--- config.mk ---
export PLATFORM = sky130hd
export DESIGN_NAME = cpu_tick_timer
export DESIGN_NICKNAME = d
export VERILOG_FILES = /design/src/rtl/ctt_pkg.sv /design/src/rtl/ctt_bus_regs.sv /design/src/rtl/ctt_counter.sv /design/src/rtl/cpu_tick_timer.sv
export SDC_FILE = /design/constraint.sdc
export NUM_CORES = 1
export LEC_CHECK = 0
export BUFFER_PORTS_ARGS = -buffer_cell sky130_fd_sc_hd__buf_2
export CAP_MARGIN = 10
export CORE_ASPECT_RATIO = 1.75
export CORE_UTILIZATION = 60
export CTS_BUF_LIST = sky130_fd_sc_hd__clkbuf_16
export DETAILED_ROUTE_END_ITERATION = 6
export PLACE_DENSITY = 0.92
export SKIP_CTS_REPAIR_TIMING = 1
export SLEW_MARGIN = 40
export SYNTH_ARGS = -nofsm -noshare
export SYNTH_HDL_FRONTEND = slang
export SYNTH_HIERARCHICAL = 1
export SYNTH_SLANG_ARGS = --single-unit
--- constraint.sdc ---
create_clock -name clk -period 6.45 [get_ports clk]
set_input_delay 0.9675 -clock clk [delete_from_list [all_inputs] [get_ports clk]]
set_output_delay 0.9675 -clock clk [all_outputs]
set_load 0.02 [all_outputs]
--- src/rtl/ctt_pkg.sv ---
package ctt_pkg;

    localparam int unsigned WORD_W = 32;

    localparam int unsigned OFS_STATUS  = 'h0;
    localparam int unsigned OFS_RELOAD  = 'h4;
    localparam int unsigned OFS_CURRENT = 'h8;
    localparam int unsigned OFS_CALIB   = 'hC;

    localparam int unsigned FLAG_BIT = 16;

    localparam logic [1:0] SIZE_WORD = 2'd2;

    typedef enum logic [1:0] {
        CNT_STOPPED = 2'd0,
        CNT_COUNTING = 2'd1,
        CNT_AT_ZERO = 2'd2
    } cnt_state_e;

    typedef struct packed {
        logic src_core;
        logic irq_en;
        logic enable;
    } ctrl_t;

endpackage

--- src/rtl/ctt_bus_regs.sv ---
module ctt_bus_regs
    import ctt_pkg::*;
#(
    parameter int unsigned ADDR_W      = 8,
    parameter int unsigned CNT_W       = 24,
    parameter logic [31:0] CALIB_VALUE = 32'h0
) (
    input  logic              clk,
    input  logic              rst_n,
    input  logic              req_valid,
    input  logic              req_write,
    input  logic [ADDR_W-1:0] req_addr,
    input  logic [1:0]        req_size,
    input  logic              req_priv,
    input  logic [WORD_W-1:0] req_wdata,
    input  logic [CNT_W-1:0]  cur_count,
    input  logic              wrap_evt,
    output logic              rsp_valid,
    output logic              rsp_err,
    output logic [WORD_W-1:0] rsp_rdata,
    output ctrl_t             ctrl,
    output logic [CNT_W-1:0]  reload_val,
    output logic              wrap_flag,
    output logic              cmd_enable_rise,
    output logic              cmd_disable,
    output logic              cmd_src_change,
    output logic              cmd_cur_clear
);

    localparam logic [ADDR_W-1:0] A_STATUS  = ADDR_W'(OFS_STATUS);
    localparam logic [ADDR_W-1:0] A_RELOAD  = ADDR_W'(OFS_RELOAD);
    localparam logic [ADDR_W-1:0] A_CURRENT = ADDR_W'(OFS_CURRENT);
    localparam logic [ADDR_W-1:0] A_CALIB   = ADDR_W'(OFS_CALIB);

    logic        acc_ok, acc_bad, wr_ok, rd_ok;
    logic        hit_status, hit_reload, hit_current, hit_calib;
    ctrl_t       ctrl_new;
    logic [WORD_W-1:0] rd_word, status_word;
    logic        unused_wdata;

    assign acc_ok  = req_valid && req_priv && (req_size == SIZE_WORD);
    assign acc_bad = req_valid && !acc_ok;
    assign wr_ok   = acc_ok && req_write;
    assign rd_ok   = acc_ok && !req_write;

    assign hit_status  = (req_addr == A_STATUS);
    assign hit_reload  = (req_addr == A_RELOAD);
    assign hit_current = (req_addr == A_CURRENT);
    assign hit_calib   = (req_addr == A_CALIB);

    assign ctrl_new     = ctrl_t'(req_wdata[2:0]);
    assign unused_wdata = ^req_wdata[WORD_W-1:CNT_W];

    // Commands handed to the counter machine
    assign cmd_enable_rise = wr_ok && hit_status && ctrl_new.enable && !ctrl.enable;
    assign cmd_disable     = wr_ok && hit_status && !ctrl_new.enable && ctrl.enable;
    assign cmd_src_change  = wr_ok && hit_status && ctrl_new.enable && ctrl.enable
                             && (ctrl_new.src_core != ctrl.src_core);
    assign cmd_cur_clear   = wr_ok && hit_current;

    always_comb begin
        status_word           = '0;
        status_word[2:0]      = ctrl;
        status_word[FLAG_BIT] = wrap_flag;
    end

    always_comb begin
        rd_word = '0;
        if (hit_status) begin
            rd_word = status_word;
        end else if (hit_reload) begin
            rd_word = WORD_W'(reload_val);
        end else if (hit_current) begin
            rd_word = ctrl.enable ? WORD_W'(cur_count) : '0;
        end else if (hit_calib) begin
            rd_word = CALIB_VALUE;
        end
    end

    always_ff @(posedge clk) begin
        if (!rst_n) begin
            ctrl       <= '0;
            reload_val <= '0;
        end else begin
            if (wr_ok && hit_status) begin
                ctrl <= ctrl_new;
            end
            if (wr_ok && hit_reload) begin
                reload_val <= req_wdata[CNT_W-1:0];
            end
        end
    end

    // A wrap in the same cycle as a clearing access wins, so no wrap is lost
    always_ff @(posedge clk) begin
        if (!rst_n) begin
            wrap_flag <= 1'b0;
        end else if (wrap_evt) begin
            wrap_flag <= 1'b1;
        end else if ((rd_ok && hit_status) || cmd_cur_clear) begin
            wrap_flag <= 1'b0;
        end
    end

    always_ff @(posedge clk) begin
        if (!rst_n) begin
            rsp_valid <= 1'b0;
            rsp_err   <= 1'b0;
            rsp_rdata <= '0;
        end else begin
            rsp_valid <= req_valid;
            rsp_err   <= acc_bad;
            rsp_rdata <= rd_ok ? rd_word : '0;
        end
    end

endmodule

--- src/rtl/ctt_counter.sv ---
module ctt_counter
    import ctt_pkg::*;
#(
    parameter int unsigned CNT_W = 24
) (
    input  logic             clk,
    input  logic             rst_n,
    input  logic             ref_tick,
    input  ctrl_t            ctrl,
    input  logic [CNT_W-1:0] reload_val,
    input  logic             cmd_enable_rise,
    input  logic             cmd_disable,
    input  logic             cmd_src_change,
    input  logic             cmd_cur_clear,
    output logic [CNT_W-1:0] count,
    output logic             wrap_evt,
    output logic             irq
);

    localparam logic [CNT_W-1:0] ONE = CNT_W'(1);

    cnt_state_e       state_q, state_d;
    logic [CNT_W-1:0] count_d;
    logic             tick;
    cnt_state_e       load_state;

    assign tick       = ctrl.src_core ? 1'b1 : ref_tick;
    assign load_state = (reload_val == '0) ? CNT_AT_ZERO : CNT_COUNTING;

    always_comb begin
        state_d  = state_q;
        count_d  = count;
        wrap_evt = 1'b0;
        if (cmd_disable) begin
            state_d = CNT_STOPPED;                  // STOP
            count_d = '0;
        end else if (cmd_enable_rise || cmd_src_change) begin
            state_d = load_state;                   // START / SOURCE_SWITCH
            count_d = reload_val;
        end else if (cmd_cur_clear && state_q != CNT_STOPPED) begin
            state_d = CNT_AT_ZERO;                  // CLEAR
            count_d = '0;
        end else if (tick) begin
            unique case (state_q)
                CNT_STOPPED: begin
                    count_d = '0;
                end
                CNT_COUNTING: begin
                    if (count == ONE) begin
                        state_d  = CNT_AT_ZERO;     // EXPIRE
                        count_d  = '0;
                        wrap_evt = 1'b1;
                    end else begin
                        count_d = count - ONE;      // STEP
                    end
                end
                CNT_AT_ZERO: begin
                    state_d = load_state;           // REFILL
                    count_d = reload_val;
                end
                default: begin
                    state_d = CNT_STOPPED;
                    count_d = '0;
                end
            endcase
        end
    end

    always_ff @(posedge clk) begin
        if (!rst_n) begin
            state_q <= CNT_STOPPED;
            count   <= '0;
        end else begin
            state_q <= state_d;
            count   <= count_d;
        end
    end

    always_ff @(posedge clk) begin
        if (!rst_n) begin
            irq <= 1'b0;
        end else begin
            irq <= wrap_evt && ctrl.irq_en;
        end
    end

endmodule

--- src/rtl/cpu_tick_timer.sv ---
module cpu_tick_timer
    import ctt_pkg::*;
#(
    parameter int unsigned ADDR_W      = 8,
    parameter int unsigned CNT_W       = 24,
    parameter logic [31:0] CALIB_VALUE = 32'h4000_2710
) (
    input  logic              clk,
    input  logic              rst_n,
    input  logic              ref_tick,
    input  logic              req_valid,
    input  logic              req_write,
    input  logic [ADDR_W-1:0] req_addr,
    input  logic [1:0]        req_size,
    input  logic              req_priv,
    input  logic [31:0]       req_wdata,
    output logic              rsp_valid,
    output logic              rsp_err,
    output logic [31:0]       rsp_rdata,
    output logic              irq
);

    ctrl_t            ctrl;
    logic [CNT_W-1:0] reload_val;
    logic [CNT_W-1:0] cur_count;
    logic             wrap_flag;
    logic             wrap_evt;
    logic             cmd_enable_rise, cmd_disable, cmd_src_change, cmd_cur_clear;

    ctt_bus_regs #(
        .ADDR_W(ADDR_W),
        .CNT_W(CNT_W),
        .CALIB_VALUE(CALIB_VALUE)
    ) regs_i (
        .clk(clk),
        .rst_n(rst_n),
        .req_valid(req_valid),
        .req_write(req_write),
        .req_addr(req_addr),
        .req_size(req_size),
        .req_priv(req_priv),
        .req_wdata(req_wdata),
        .cur_count(cur_count),
        .wrap_evt(wrap_evt),
        .rsp_valid(rsp_valid),
        .rsp_err(rsp_err),
        .rsp_rdata(rsp_rdata),
        .ctrl(ctrl),
        .reload_val(reload_val),
        .wrap_flag(wrap_flag),
        .cmd_enable_rise(cmd_enable_rise),
        .cmd_disable(cmd_disable),
        .cmd_src_change(cmd_src_change),
        .cmd_cur_clear(cmd_cur_clear)
    );

    ctt_counter #(
        .CNT_W(CNT_W)
    ) cnt_i (
        .clk(clk),
        .rst_n(rst_n),
        .ref_tick(ref_tick),
        .ctrl(ctrl),
        .reload_val(reload_val),
        .cmd_enable_rise(cmd_enable_rise),
        .cmd_disable(cmd_disable),
        .cmd_src_change(cmd_src_change),
        .cmd_cur_clear(cmd_cur_clear),
        .count(cur_count),
        .wrap_evt(wrap_evt),
        .irq(irq)
    );

endmodule

==> impl_summary.md <==
Detailed routing
The average via count per standard cell is 6.92. Once detail routing completed, the nets flagged for antenna violations numbered 0. For this run, design rule violations remaining after detail routing come to 0. The final layout contains routed wiring with a total length of 14300 um.

The first detailed-routing pass took 7 iterations. After detailed routing, the wire length on met1 is 4720 um. Summed over all nets, wire length on met2 after detailed routing comes to 6920 um. The number of design-rule violations left by the first detailed-router iteration is 568. The detailed router placed 4759 vias in this run. The met3 layer wire length in the routed design is 1300 um.

Dividing the detail-routed wire length by the instance count gives 20.8 um. The detailed router used layers up to and including met4.

Critical path
In this run the critical register-to-register path is captured at cnt_i/count[2]$_SDFFE_PP0P_. The endpoint type of the worst setup path is a register. Measured in cells, the most critical reg-to-reg path has a length of 7. The required time of the worst setup path is 6.69 ns. Data arrives at the worst endpoint at 4.11 ns.

The number of buffer and inverter instances along the worst setup path is 2. The cell with the largest stage delay on the worst path is or4b_2. STA classifies the critical path startpoint as an input pin. In this run the register-to-register setup slack is 3.45 ns. The worst setup path is of the input pin to register kind.

The signal on the critical path passes through buf_2, nor3_2, buf_4, nand4_2, and4bb_2, or2_1, nor3_2, o21ai_2, or4b_2, a41oi_1. Counting stages on the worst path, the most repeated cell is nor3_2. The startpoint identified for the worst register-to-register timing path is regs_i/ctrl[2]$_SDFFE_PN0P_. The largest stage delay on the critical path is 0.65 ns. The critical path runs through a total of 10 cells. The maximum fanout encountered on the critical timing path is 19.

The kind of cell with the highest combined delay on the critical path is simple AND/OR/NAND/NOR gates.

Timing
Final hold analysis gives a worst-case slack of 0.479 ns. The post-route clock skew is 0.00451 ns. The worst relative slew slack is 42.5%.

The number of hold violations in the final report is 0. The worst-case setup margin in the final layout is 2.58 ns. The pin slew with the least headroom to its limit is 0.862 ns. Setup violations remaining at the end of the flow were counted as 0. Setup repair after global routing left no endpoint under its margin. The maximum clock frequency is 259 MHz. Of the available clock period, the critical path in the final layout requires 60.0%. The worst path in the final design needs a cycle of 3.87 ns, including I/O delays and setup.

The max-slew violation count is 0. For the final routed database, the setup TNS stands at 0 ns.

Final layout
Summing all multi-input logic gate instances after layout gives 2760 um^2. The synthesis-to-finish area growth is 10.6%. The area of all placed cells without fillers is 5190 um^2. The final non-filler cell total is 688. For this run, the post-layout net count is 649. The ratio of cells with drive above 1 in the final layout is 19.7%. Across the whole layout, storage elements account for 1640 um^2. The filler cells instantiated in the layout total 607. 0 antenna diodes ended up in the layout.

The final core utilization is 68.6%.

GRT
The first global-routing pass estimated 22800 um of wire. The number of antenna violations at the first check in global routing is 0. The total track usage is 37.9%.

The total congestion overflow after global routing is 0. Entering global routing, the biggest net connects 58 pins. The via count of the first global-routing pass came to 4454.

Clocking
The H-tree depth reported by CTS is 3. In this run the clock root is driven by a clkbuf_16. The maximum root-to-sink buffer count is 2. Counting every sink on the clock net gives 82. The source-to-sink clock delay at the later pin of the worst-skew pair is 0.33 ns.

The number of clock buffers added by TritonCTS is 9. After clock tree synthesis, the clock-pin slew on the worst setup and hold paths is 0.06 ns. The TritonCTS clock tree is yes.

Synth
In this run, distinct cell masters in the synthesized netlist total 66. Counting flops with a built-in enable in the synthesized netlist gives 0. The number of storage elements in the synthesis netlist is 82. Averaged over all synthesized cells, the footprint is 8.42 um^2.

The number of warnings reported in the yosys synthesis log is 6. Among all flip-flop cells after synthesis, the most frequent one is dfxtp_1. For this run, asynchronously set or reset flops after synthesis account for 0%. After synthesis, flip-flops and latches occupy 35.0% of the total area. The total standard cell area after synthesis is 4690 um^2. The post-synthesis instance total is 557.

Hold path
The startpoint identified for the worst hold timing path is regs_i/ctrl[1]$_SDFFE_PN0P_. The number of instances on the worst hold path is 2. For hold timing, the worst endpoint is regs_i/ctrl[1]$_SDFFE_PN0P_. The class of the tightest hold or removal check is register to register.

Floorplanning
The starting utilization of the core area is 62.0%. The die is 68.8 um wide. The die is 119 um tall. The number of ports placed on the die boundary is 83.

The placeable core region is 7570 um^2. The die covers 8190 um^2. The floorplan has 42 rows.

Power
The total design power is 1.06 mW. The total power divided by cell area is 205 nW/um^2. The worst-case IR drop observed on VDD is 0.000145 V. The analysis attributes to cell leakage a power of 2.15 nW.

Place
The congestion estimate from routability-driven global placement came to 0.969. The post-detailed-placement cell area is 4910 um^2. Before CTS, the worst setup slack after placement is 2.34 ns. After detailed placement, the design holds a cell count of 673. The half-perimeter wire length after detailed placement is 9810 um. Input and output buffers added on the ports amount to 67.

Job
The max-cap check violation count is 0.

Status
The run finished with clean final reports.
## layer usage
layer / vias up / global-route usage (%)
li1: 2135 / -
met1: 2181 / 39.1
met2: 323 / 57.4
met3: 120 / 16.6
met4: 0 / 29.0
met5: - / 2.94
## sequential cells by signal (all words and copies together), names as in the netlist
register and cells:
regs_i/ctrl 3, regs_i/rsp_err 1, regs_i/rsp_valid 1, regs_i/reload_val 24, cnt_i/count 24, regs_i/wrap_flag 1
cnt_i/irq 1, cnt_i/state_q 2, regs_i/rsp_rdata 25
## cells in the final DEF, fill, tap and decap left out, drive strengths merged, types with 3 or more instances in the layout
master    n
a2111oi   5
a211oi   25
a21o      4
a21oi    30
a221oi    3
a32o      4
a41oi     4
and2      5
and3     15
buf      72
clkbuf    9
clkinv    3
conb      7
dfxtp    82
ha        5
inv      12
mux2i    27
nand2    80
nand2b    3
nand3    32
nand4    23
nor2     14
nor2b     9
nor3     13
nor3b     4
nor4     16
o211ai    6
o21a      5
o21ai    35
o31a      4
o41ai     3
or3       6
or4       4
xnor2     4
## power breakdown
part | internal (mW) | switching [mW] | total, mW
clock network | 0.255 | 0.199 | 0.454
registers | 0.509 | 0.00410 | 0.513
logic | 0.0327 | 0.0632 | 0.0958
## final cells by class
| type | instances | area share (%) |
|---|---|---|
| Sequential cell | 82 | 31.6 |
| Clock buffer | 9 | 4.34 |
| Timing Repair Buffer | 72 | 7.31 |
| Clock inverter | 6 | 0.699 |
| Inverter | 11 | 0.796 |
| Multi-Input combinational cell | 420 | 53.1 |
| Tap cell | 88 | 2.12 |
## cells in the mapped netlist, types with 5 or more instances
master	instances	area, um^2
mux2i_1	27	270
buf_6	8	90.1
a2111oi_2	5	75.1
nor3_1	11	55.1
inv_1	11	41.3
nand2_1	80	300
nand3_1	32	160
buf_4	12	90.1
nor4_1	12	75.1
nor2_1	14	52.6
o211ai_1	6	45.0
nand4_1	20	125
ha_1	5	62.6
and3_1	15	93.8
buf_2	6	30.0
a211oi_1	24	180
a21oi_1	30	150
or3_1	6	37.5
clkbuf_1	24	90.1
o21a_1	5	37.5
nor2b_1	9	56.3
o21ai_0	30	150
dfxtp_1	82	1640
## worst max-delay path by stage
| stage | to | from | slack (ns) |
|---|---|---|---|
| floorplan | cnt_i/count[2]$_SDFFE_PP0P_ | req_valid | 3.01 |
| CTS | cnt_i/count[2]$_SDFFE_PP0P_ | req_addr[2] | 2.68 |
| global placement | cnt_i/count[16]$_SDFFE_PP0P_ | req_addr[5] | 1.83 |
| detailed placement | cnt_i/count[2]$_SDFFE_PP0P_ | req_addr[2] | 2.34 |
| finish | cnt_i/count[2]$_SDFFE_PP0P_ | req_addr[2] | 2.58 |
| global route | cnt_i/count[2]$_SDFFE_PP0P_ | req_addr[2] | 2.53 |
## worst register-to-register path, delay by kind of cell (launching register included)
family                    cells  cell delay, ns
and+or+nand+nor               4            2.00
xor gates and xnor gates      1            0.12
AOI/OAI and AO/OA             2            0.41
DFF                           1            0.37
## logic make-up (layout without fill, tap and decap cells)
kind of cell | count (synthesis) | count (layout) | synth area share [%]
compound gates | 139 | 139 | 21.1
xor+xnor | 6 | 6 | 1.12
fa+ha+maj | 5 | 5 | 1.33
buf+inv | 61 | 98 | 7.28
flops | 82 | 82 | 35.0
mux | 28 | 28 | 6.00
other cells | 1 | 7 | 0.0799
simple gates | 235 | 235 | 28.1
Power figures use the tool's default switching activity.
